`src/rtl/shr_pkg.sv`:
```
package shr_pkg;
  localparam int unsigned XLEN = 32;
  localparam int unsigned AMTW = $clog2(XLEN);

  localparam logic [5:0] F_SLL  = 6'h00;
  localparam logic [5:0] F_SRL  = 6'h02;
  localparam logic [5:0] F_SRA  = 6'h03;
  localparam logic [5:0] F_SLLV = 6'h04;
  localparam logic [5:0] F_SRLV = 6'h06;
  localparam logic [5:0] F_SRAV = 6'h07;

  typedef enum logic [1:0] {
    SK_SLL = 2'd0,
    SK_SRL = 2'd1,
    SK_SRA = 2'd2,
    SK_ROR = 2'd3
  } shr_kind_e;

  // Low half of a double-width word {hi, lo} shifted right by amt.
  function automatic logic [XLEN-1:0] funnel_right(input logic [XLEN-1:0] hi,
                                                   input logic [XLEN-1:0] lo,
                                                   input logic [AMTW-1:0] amt);
    logic [2*XLEN-1:0] wide;
    wide = {hi, lo} >> amt;
    return wide[XLEN-1:0];
  endfunction
endpackage

```
`src/rtl/shr_decode.sv`:
```
module shr_decode
  import shr_pkg::*;
(
  input  logic [5:0]  funct,
  input  logic [4:0]  rs_idx,
  input  logic [4:0]  rt_idx,
  input  logic [4:0]  rd_idx,
  input  logic [4:0]  shamt,
  output shr_kind_e   kind,
  output logic        use_var_amt,
  output logic        rsv,
  output logic        nop,
  output logic        ssnop,
  output logic        ehb,
  output logic        wr_en
);
  always_comb begin
    kind        = SK_SLL;
    use_var_amt = 1'b0;
    rsv         = 1'b0;
    unique case (funct)
      F_SLL:  rsv = (rs_idx != 5'd0);
      F_SRL: begin
        kind = rs_idx[0] ? SK_ROR : SK_SRL;
        rsv  = (rs_idx[4:1] != 4'd0);
      end
      F_SRA: begin
        kind = SK_SRA;
        rsv  = (rs_idx != 5'd0);
      end
      F_SLLV: use_var_amt = 1'b1;
      F_SRLV: begin
        use_var_amt = 1'b1;
        kind        = shamt[0] ? SK_ROR : SK_SRL;
      end
      F_SRAV: begin
        use_var_amt = 1'b1;
        kind        = SK_SRA;
      end
      default: rsv = 1'b1;
    endcase
  end

  assign nop   = (funct == F_SLL) && (rs_idx == 5'd0) && (rt_idx == 5'd0) && (rd_idx == 5'd0);
  assign ssnop = nop && (shamt == 5'd1);
  assign ehb   = nop && (shamt == 5'd3);
  assign wr_en = !rsv && !nop && (rd_idx != 5'd0);

  always_comb begin
    AST_HINT_EXCL: assert ($onehot0({ssnop, ehb}) && (!(ssnop || ehb) || nop)) else $error("hint flags");
    AST_NOP_NO_WRITE: assert (!(nop && wr_en)) else $error("nop writes");
    AST_RD0_NO_WRITE: assert (!(rd_idx == 5'd0 && wr_en)) else $error("rd0 writes");
  end
endmodule

```
`src/rtl/shr_funnel.sv`:
```
module shr_funnel
  import shr_pkg::*;
#(
  parameter int unsigned W  = XLEN,
  parameter int unsigned AW = $clog2(W)
) (
  input  logic [W-1:0]  data,
  input  logic [AW-1:0] amt,
  input  shr_kind_e     kind,
  output logic [W-1:0]  out
);
  logic [W-1:0] data_rev, src, fill, raw, raw_rev;
  logic         left;

  // Left shifts reuse the right funnel on bit-reversed data.
  for (genvar i = 0; i < W; i++) begin : g_rev
    assign data_rev[i] = data[W-1-i];
    assign raw_rev[i]  = raw[W-1-i];
  end

  assign left = (kind == SK_SLL);
  assign src  = left ? data_rev : data;

  always_comb begin
    unique case (kind)
      SK_SRA:  fill = {W{data[W-1]}};
      SK_ROR:  fill = data;
      default: fill = '0;
    endcase
  end

  assign raw = funnel_right(fill, src, amt);
  assign out = left ? raw_rev : raw;

  always_comb begin
    AST_ZERO_AMT_PASS: assert (amt != '0 || out == data) else $error("amt0");
    AST_SRA_SIGN: assert (kind != SK_SRA || out[W-1] == data[W-1]) else $error("sra sign");
    AST_SLL_LSB: assert (kind != SK_SLL || amt == '0 || out[0] == 1'b0) else $error("sll lsb");
  end
endmodule

```
`src/rtl/shr_unit.sv`:
```
module shr_unit
  import shr_pkg::*;
(
  input  logic [5:0]  funct,
  input  logic [4:0]  rs_idx,
  input  logic [4:0]  rt_idx,
  input  logic [4:0]  rd_idx,
  input  logic [4:0]  shamt,
  input  logic [31:0] rs_val,
  input  logic [31:0] rt_val,
  output logic [31:0] result,
  output logic        rd_we,
  output logic        is_nop,
  output logic        is_ssnop,
  output logic        is_ehb,
  output logic        reserved
);
  shr_kind_e       kind;
  logic            use_var_amt;
  logic [AMTW-1:0] amt;
  logic [XLEN-1:0] shifted;

  shr_decode u_dec (
    .funct(funct), .rs_idx(rs_idx), .rt_idx(rt_idx), .rd_idx(rd_idx), .shamt(shamt),
    .kind(kind), .use_var_amt(use_var_amt), .rsv(reserved),
    .nop(is_nop), .ssnop(is_ssnop), .ehb(is_ehb), .wr_en(rd_we)
  );

  assign amt = use_var_amt ? rs_val[AMTW-1:0] : shamt;

  shr_funnel #(.W(XLEN), .AW(AMTW)) u_fun (
    .data(rt_val), .amt(amt), .kind(kind), .out(shifted)
  );

  assign result = reserved ? '0 : shifted;

  always_comb begin
    AST_RSV_QUIET: assert (!reserved || (result == '0 && !rd_we)) else $error("reserved");
  end
endmodule

```
`config.mk`:
```
export PLATFORM = sky130hd
export DESIGN_NAME = shr_unit
export DESIGN_NICKNAME = d
export VERILOG_FILES = /design/src/rtl/shr_pkg.sv /design/src/rtl/shr_decode.sv /design/src/rtl/shr_funnel.sv /design/src/rtl/shr_unit.sv
export SDC_FILE = /design/constraint.sdc
export NUM_CORES = 1
export LEC_CHECK = 0
export BUFFER_PORTS_ARGS = -buffer_cell sky130_fd_sc_hd__buf_2
export CAP_MARGIN = 40
export CORE_MARGIN = 3
export CORE_UTILIZATION = 57
export DETAILED_ROUTE_END_ITERATION = 7
export MAX_ROUTING_LAYER = met4
export PLACE_DENSITY = 0.82
export SLEW_MARGIN = 10
export SYNTH_ARGS = -nofsm -noshare
export SYNTH_HDL_FRONTEND = slang
export SYNTH_SLANG_ARGS = --single-unit
```
`constraint.sdc`:
```
create_clock -name vclk -period 3.8
set_clock_uncertainty 0.15 [all_clocks]
set_input_delay 0.38 -clock vclk [all_inputs]
set_output_delay 0.38 -clock vclk [all_outputs]
set_load 0.05 [all_outputs]
```
==> results of run 1 <==
==> cells by family after synthesis <==
kind of cell,count (synthesis),synth area share
simple gates,285,0.276
buf+inv,83,0.0791
mux,111,0.229
compound gates,285,0.417
==> per-stage QoR <==
stage	cells	hold slack (ns)	util
4_1_cts	1052	1.05	0.820
3_5_place_dp	1039	1.04	0.786
3_3_place_gp	1039	1.03	0.786
2_1_floorplan	764	0.786	-
==> repair_timing <==
action | in CTS
setup endpoints to repair | 30
pin swaps | 7
gates cloned | 1
setup buffers | 12
resized for setup | 57
hold buffers | 0
==> results by group, run 1 <==
Die
  • Die Height: 101 um
  • Initial Util: 0.605
  • Die width: 101 um
  • Io pins: approximately 130
  • Rows: 33

Synthesis
  • Avg Cell Area, Syn: 6.71 um^2
  • Syn_nets: 854
  • Most numerous cell in the Yosys netlist: mux2i_1
  • Yosys warns: 0
  • Post-synth top area cell: mux2i_1
  • Cells after Synth: approximately 760
  • Synth cell types: 80
  • Synth top cells by count: mux2i_1 (90), nand2_1 (87), nor2_1 (55)
  • Main area contributors after synthesis: mux2i_1 (18%), nand2_1 (6.4%), o22ai_1 (4.2%), nor2_1 (4.0%), mux2_2 (4.0%)
  • Cell Area, Synth: 5120 um^2
  • Top-area cell type share of the netlist area: 0.176
  • Sequential share of the synthesized area: 0

Global routing
  • Largest net degree at the start of global routing: 29

Placement
  • Place WS: -0.346 ns
  • IO Port Bufs: 100
  • DP Area: approximately 6700 um^2
  • Hpwl dp: 20.0 mm
  • GPL Wtd Cong: 1.19

STA
  • Worst_ep kind: output port
  • Crit. endpoint post-GRT repair: result[9]

Status
  • Fail Step: global routing (5_1_grt)
  • Status: stopped before the end
  • Stop Error: [ERROR DPL-0038] Utilization greater than 100%, impossible to legalize
==> run 2, diff against run 1 <==
Settings changed: CORE_UTILIZATION 57 to 40, MAX_ROUTING_LAYER met4 to default, PLACE_DENSITY 0.82 to default, PLACE_DENSITY_LB_ADDON from default to 0.15.
==> run 2 against run 1 <==
  * Synthesized area unchanged
  * Synthesized cell count unchanged
  * The flow now finishes, with violations (negative setup slack)
==> results by group, run 2 <==
Pwr
  • Int Pwr: 533 uW
  • Comb pwr share: 1.000
  • Sequential fraction of design power: 0
  • Max VDD drop: 0.0000691 V
  • Leakage: roughly 0.0034 uW
  • NetSw: 713 uW
  • PwrDens: 155 nW/um^2
  • Switch share: 0.572
  • Clock network power share: 0

Worst setup path
  • Max Fanout on Critical Path: 16
  • CP Launch Type: input port
  • Crit path launch: funct[4]
  • Critical Path RT: 3.27 ns
  • Critical path class: in -> out
  • Arr. time, crit path: approximately 3.3 ns
  • End of the critical path: result[7]
  • CP Capture Type: primary output

Synthesis
  • Sequential share of the synthesized area: 0 (unchanged)
  • Main area contributors after synthesis: mux2i_1 (18%), nand2_1 (6.4%), o22ai_1 (4.2%), nor2_1 (4.0%), mux2_2 (4.0%)
  • Post-synthesis adder-cell area fraction: 0 (unchanged)
  • Cells after Synth: 764 (unchanged)
  • Xor/xnor share of the synthesized area: 0 (unchanged)
  • Top-area cell type share of the netlist area: 0.176 (unchanged)
  • Synth cell types: 80 (unchanged)
  • Largest family of logic cells by synthesized area: compound AO/OA/AOI/OAI gates
  • Multiplexer share of the synthesized area: 0.229 (unchanged)
  • Synth top cells by count: mux2i_1 (90), nand2_1 (87), nor2_1 (55)
  • Avg Cell Area, Syn: 6.71 um^2 (unchanged)
  • Most numerous cell in the Yosys netlist: mux2i_1
  • Post-synth top area cell: mux2i_1
  • Synth Area in Simple Gates: 0.276 (unchanged)
  • Yosys warns: 0 (unchanged)
  • Compound-gate portion of the synthesized area: 0.417 (unchanged)
  • Cell Area, Synth: 5120 um^2 (unchanged)
  • Syn_nets: 854 (unchanged)

Global routing
  • GRT Resource Usage Total: 0.383
  • Largest net degree at the start of global routing: 33
  • Global-route wire length before repair: 43.4 mm
  • Initial antenna violation count: 0
  • Vias in the first global route: between 7000 and 8000
  • Gr ovfl total: 0

Placement
  • IO Port Bufs: 100 (unchanged)
  • GPL Wtd Cong: 1.09 (-8.9%)
  • Hpwl dp: 23.1 mm (+16%)
  • Place WS: -0.163 ns (+0.182 ns)

Die
  • Die width: 119 um (+18%)
  • Core Area: about 12000 um^2
  • Die Height: 119 um (+18%)
  • Io pins: 127 (unchanged)
  • Initial Util: 0.418 (-0.188)
  • Rows: 40 (+21%)
  • Die ar.: 14200 um^2

STA
  • Final Critical Period: 3.84 ns
  • Relative slew slack: 0.608
  • Final setup viols: 4
  • F_max: 0.260 GHz
  • Final worst slack: -0.0424 ns
  • Worst-margin pin slew: 0.585 ns
  • Crit share post-route: 1.01
  • RSZ-0062 raised after global routing: yes
  • Fin. Hold Viols: 0
  • Max-slew violation count: 0

Route
  • Final wirelength: 30.0 mm
  • Drt initial violations: 1484
  • DRT Pass-1 Iters: 7
  • DR vias: 8187
  • Vias per inst: 6.95
  • Wirelength per Cell: around 25 um
  • # DRC: 0
  • Remaining antenna violation count: 0

Final layout
  • Antenna cells: 0
  • Area delta synth->final: 57.3%
  • Seq_cells: 0
  • CLK BUF: 0
  • Final Core Density: 0.657
  • Commonest non-fill, non-tap cell in the layout: buf_4
  • Final net count: 1102
  • Share of cells above drive strength 1: 0.457
  • Register area: 0 um^2
  • Most frequent cells in the layout: buf_4 (223), nand2_1 (85), buf_2 (72)

Status
  • Failing checks: negative setup slack
  • Status: complete, but fails checks

Job
  • Max cap viols: 0

Min path
  • Worst Hold Class: in -> out
run 2: cell counts after synthesis:
No cell type changed its count.
run 2: power by group through the flow:
| stage | combinational [uW] | clock, uW | sequential [uW] |
|---|---|---|---|
| after floorplan | 545 | 0 | 0 |
| after global placement | 1020 | 0 | 0 |
| after detailed placement | 1030 | 0 | 0 |
| after CTS | 1060 | 0 | 0 |
| after global routing | 1290 | 0 | 0 |
| final | 1250 | 0 | 0 |
run 2: cell families (layout without fill, tap and decap cells):
family                 count (synthesis)  count (layout)
AO/OA/AOI/OAI                        285             285
buffers and inverters                 83             329
multiplexers                         111             111
AND/OR/NAND/NOR                      285             285
run 2: worst max-delay path, stage by stage:
cell	delay (ns)
buf_8	0.10
or3_4	0.40
o31ai_4	0.37
nand2_4	0.15
clkbuf_16	0.22
a2111o_1	0.46
o211ai_1	0.21
mux2i_1	0.15
buf_4	0.18
o221a_2	0.30
o21ai_2	0.08
o22ai_1	0.10
buf_4	0.20
run 2: layout make-up:
type | count | area (um^2)
fillers | 1086 | 4200
repair buffers | 324 | 2470
well taps | 168 | 210
inverters | 5 | 18.8
multi-input cells | 681 | 5360
run 2: layer usage:
layer	up-vias	wire, um	global-route usage
met5	-	0	0
met4	0	1380	0.122
met3	114	4100	0.0769
met2	666	12900	0.586
met1	3858	11600	0.538
li1	3549	-	-
run 2: worst min path at each step:
stage / start / endpoint / slack, ns / cells past startpoint
finish: rt_idx[0] / is_nop / 1.04 / 4
global route: rt_idx[3] / is_nop / 1.07 / 5
CTS: rt_idx[0] / is_nop / 1.05 / 4
detailed placement: rt_idx[0] / is_nop / 1.05 / 4
global placement: rt_idx[0] / is_nop / 1.04 / 4
floorplan: shamt[1] / is_ssnop / 0.79 / 1
run 2: what timing repair did:
action / 4_1_cts / 5_1_grt
buffers inserted: 1 / 14
pin swaps: 1 / 32
setup endpoints to repair: 29 / 32
hold buffers: 0 / 0
gates cloned: 0 / 3
resized for setup: 36 / 142
run 2: stage by stage:
step | TNS, ns | cell area (um^2) | instances | total power (uW) | hold WS (ns)
2_1_floorplan | -0.142 | 5130 | 764 | 545 | 0.786
3_3_place_gp | -0.691 | 7130 | 1160 | 1020 | 1.04
3_5_place_dp | -1.93 | 7130 | 1160 | 1030 | 1.05
4_1_cts | 0 | 7280 | 1161 | 1060 | 1.05
5_1_grt | -0.810 | 8060 | 1178 | 1290 | 1.07
6_report | -0.102 | 8060 | 1178 | 1250 | 1.04
Power figures use the tool's default switching activity.
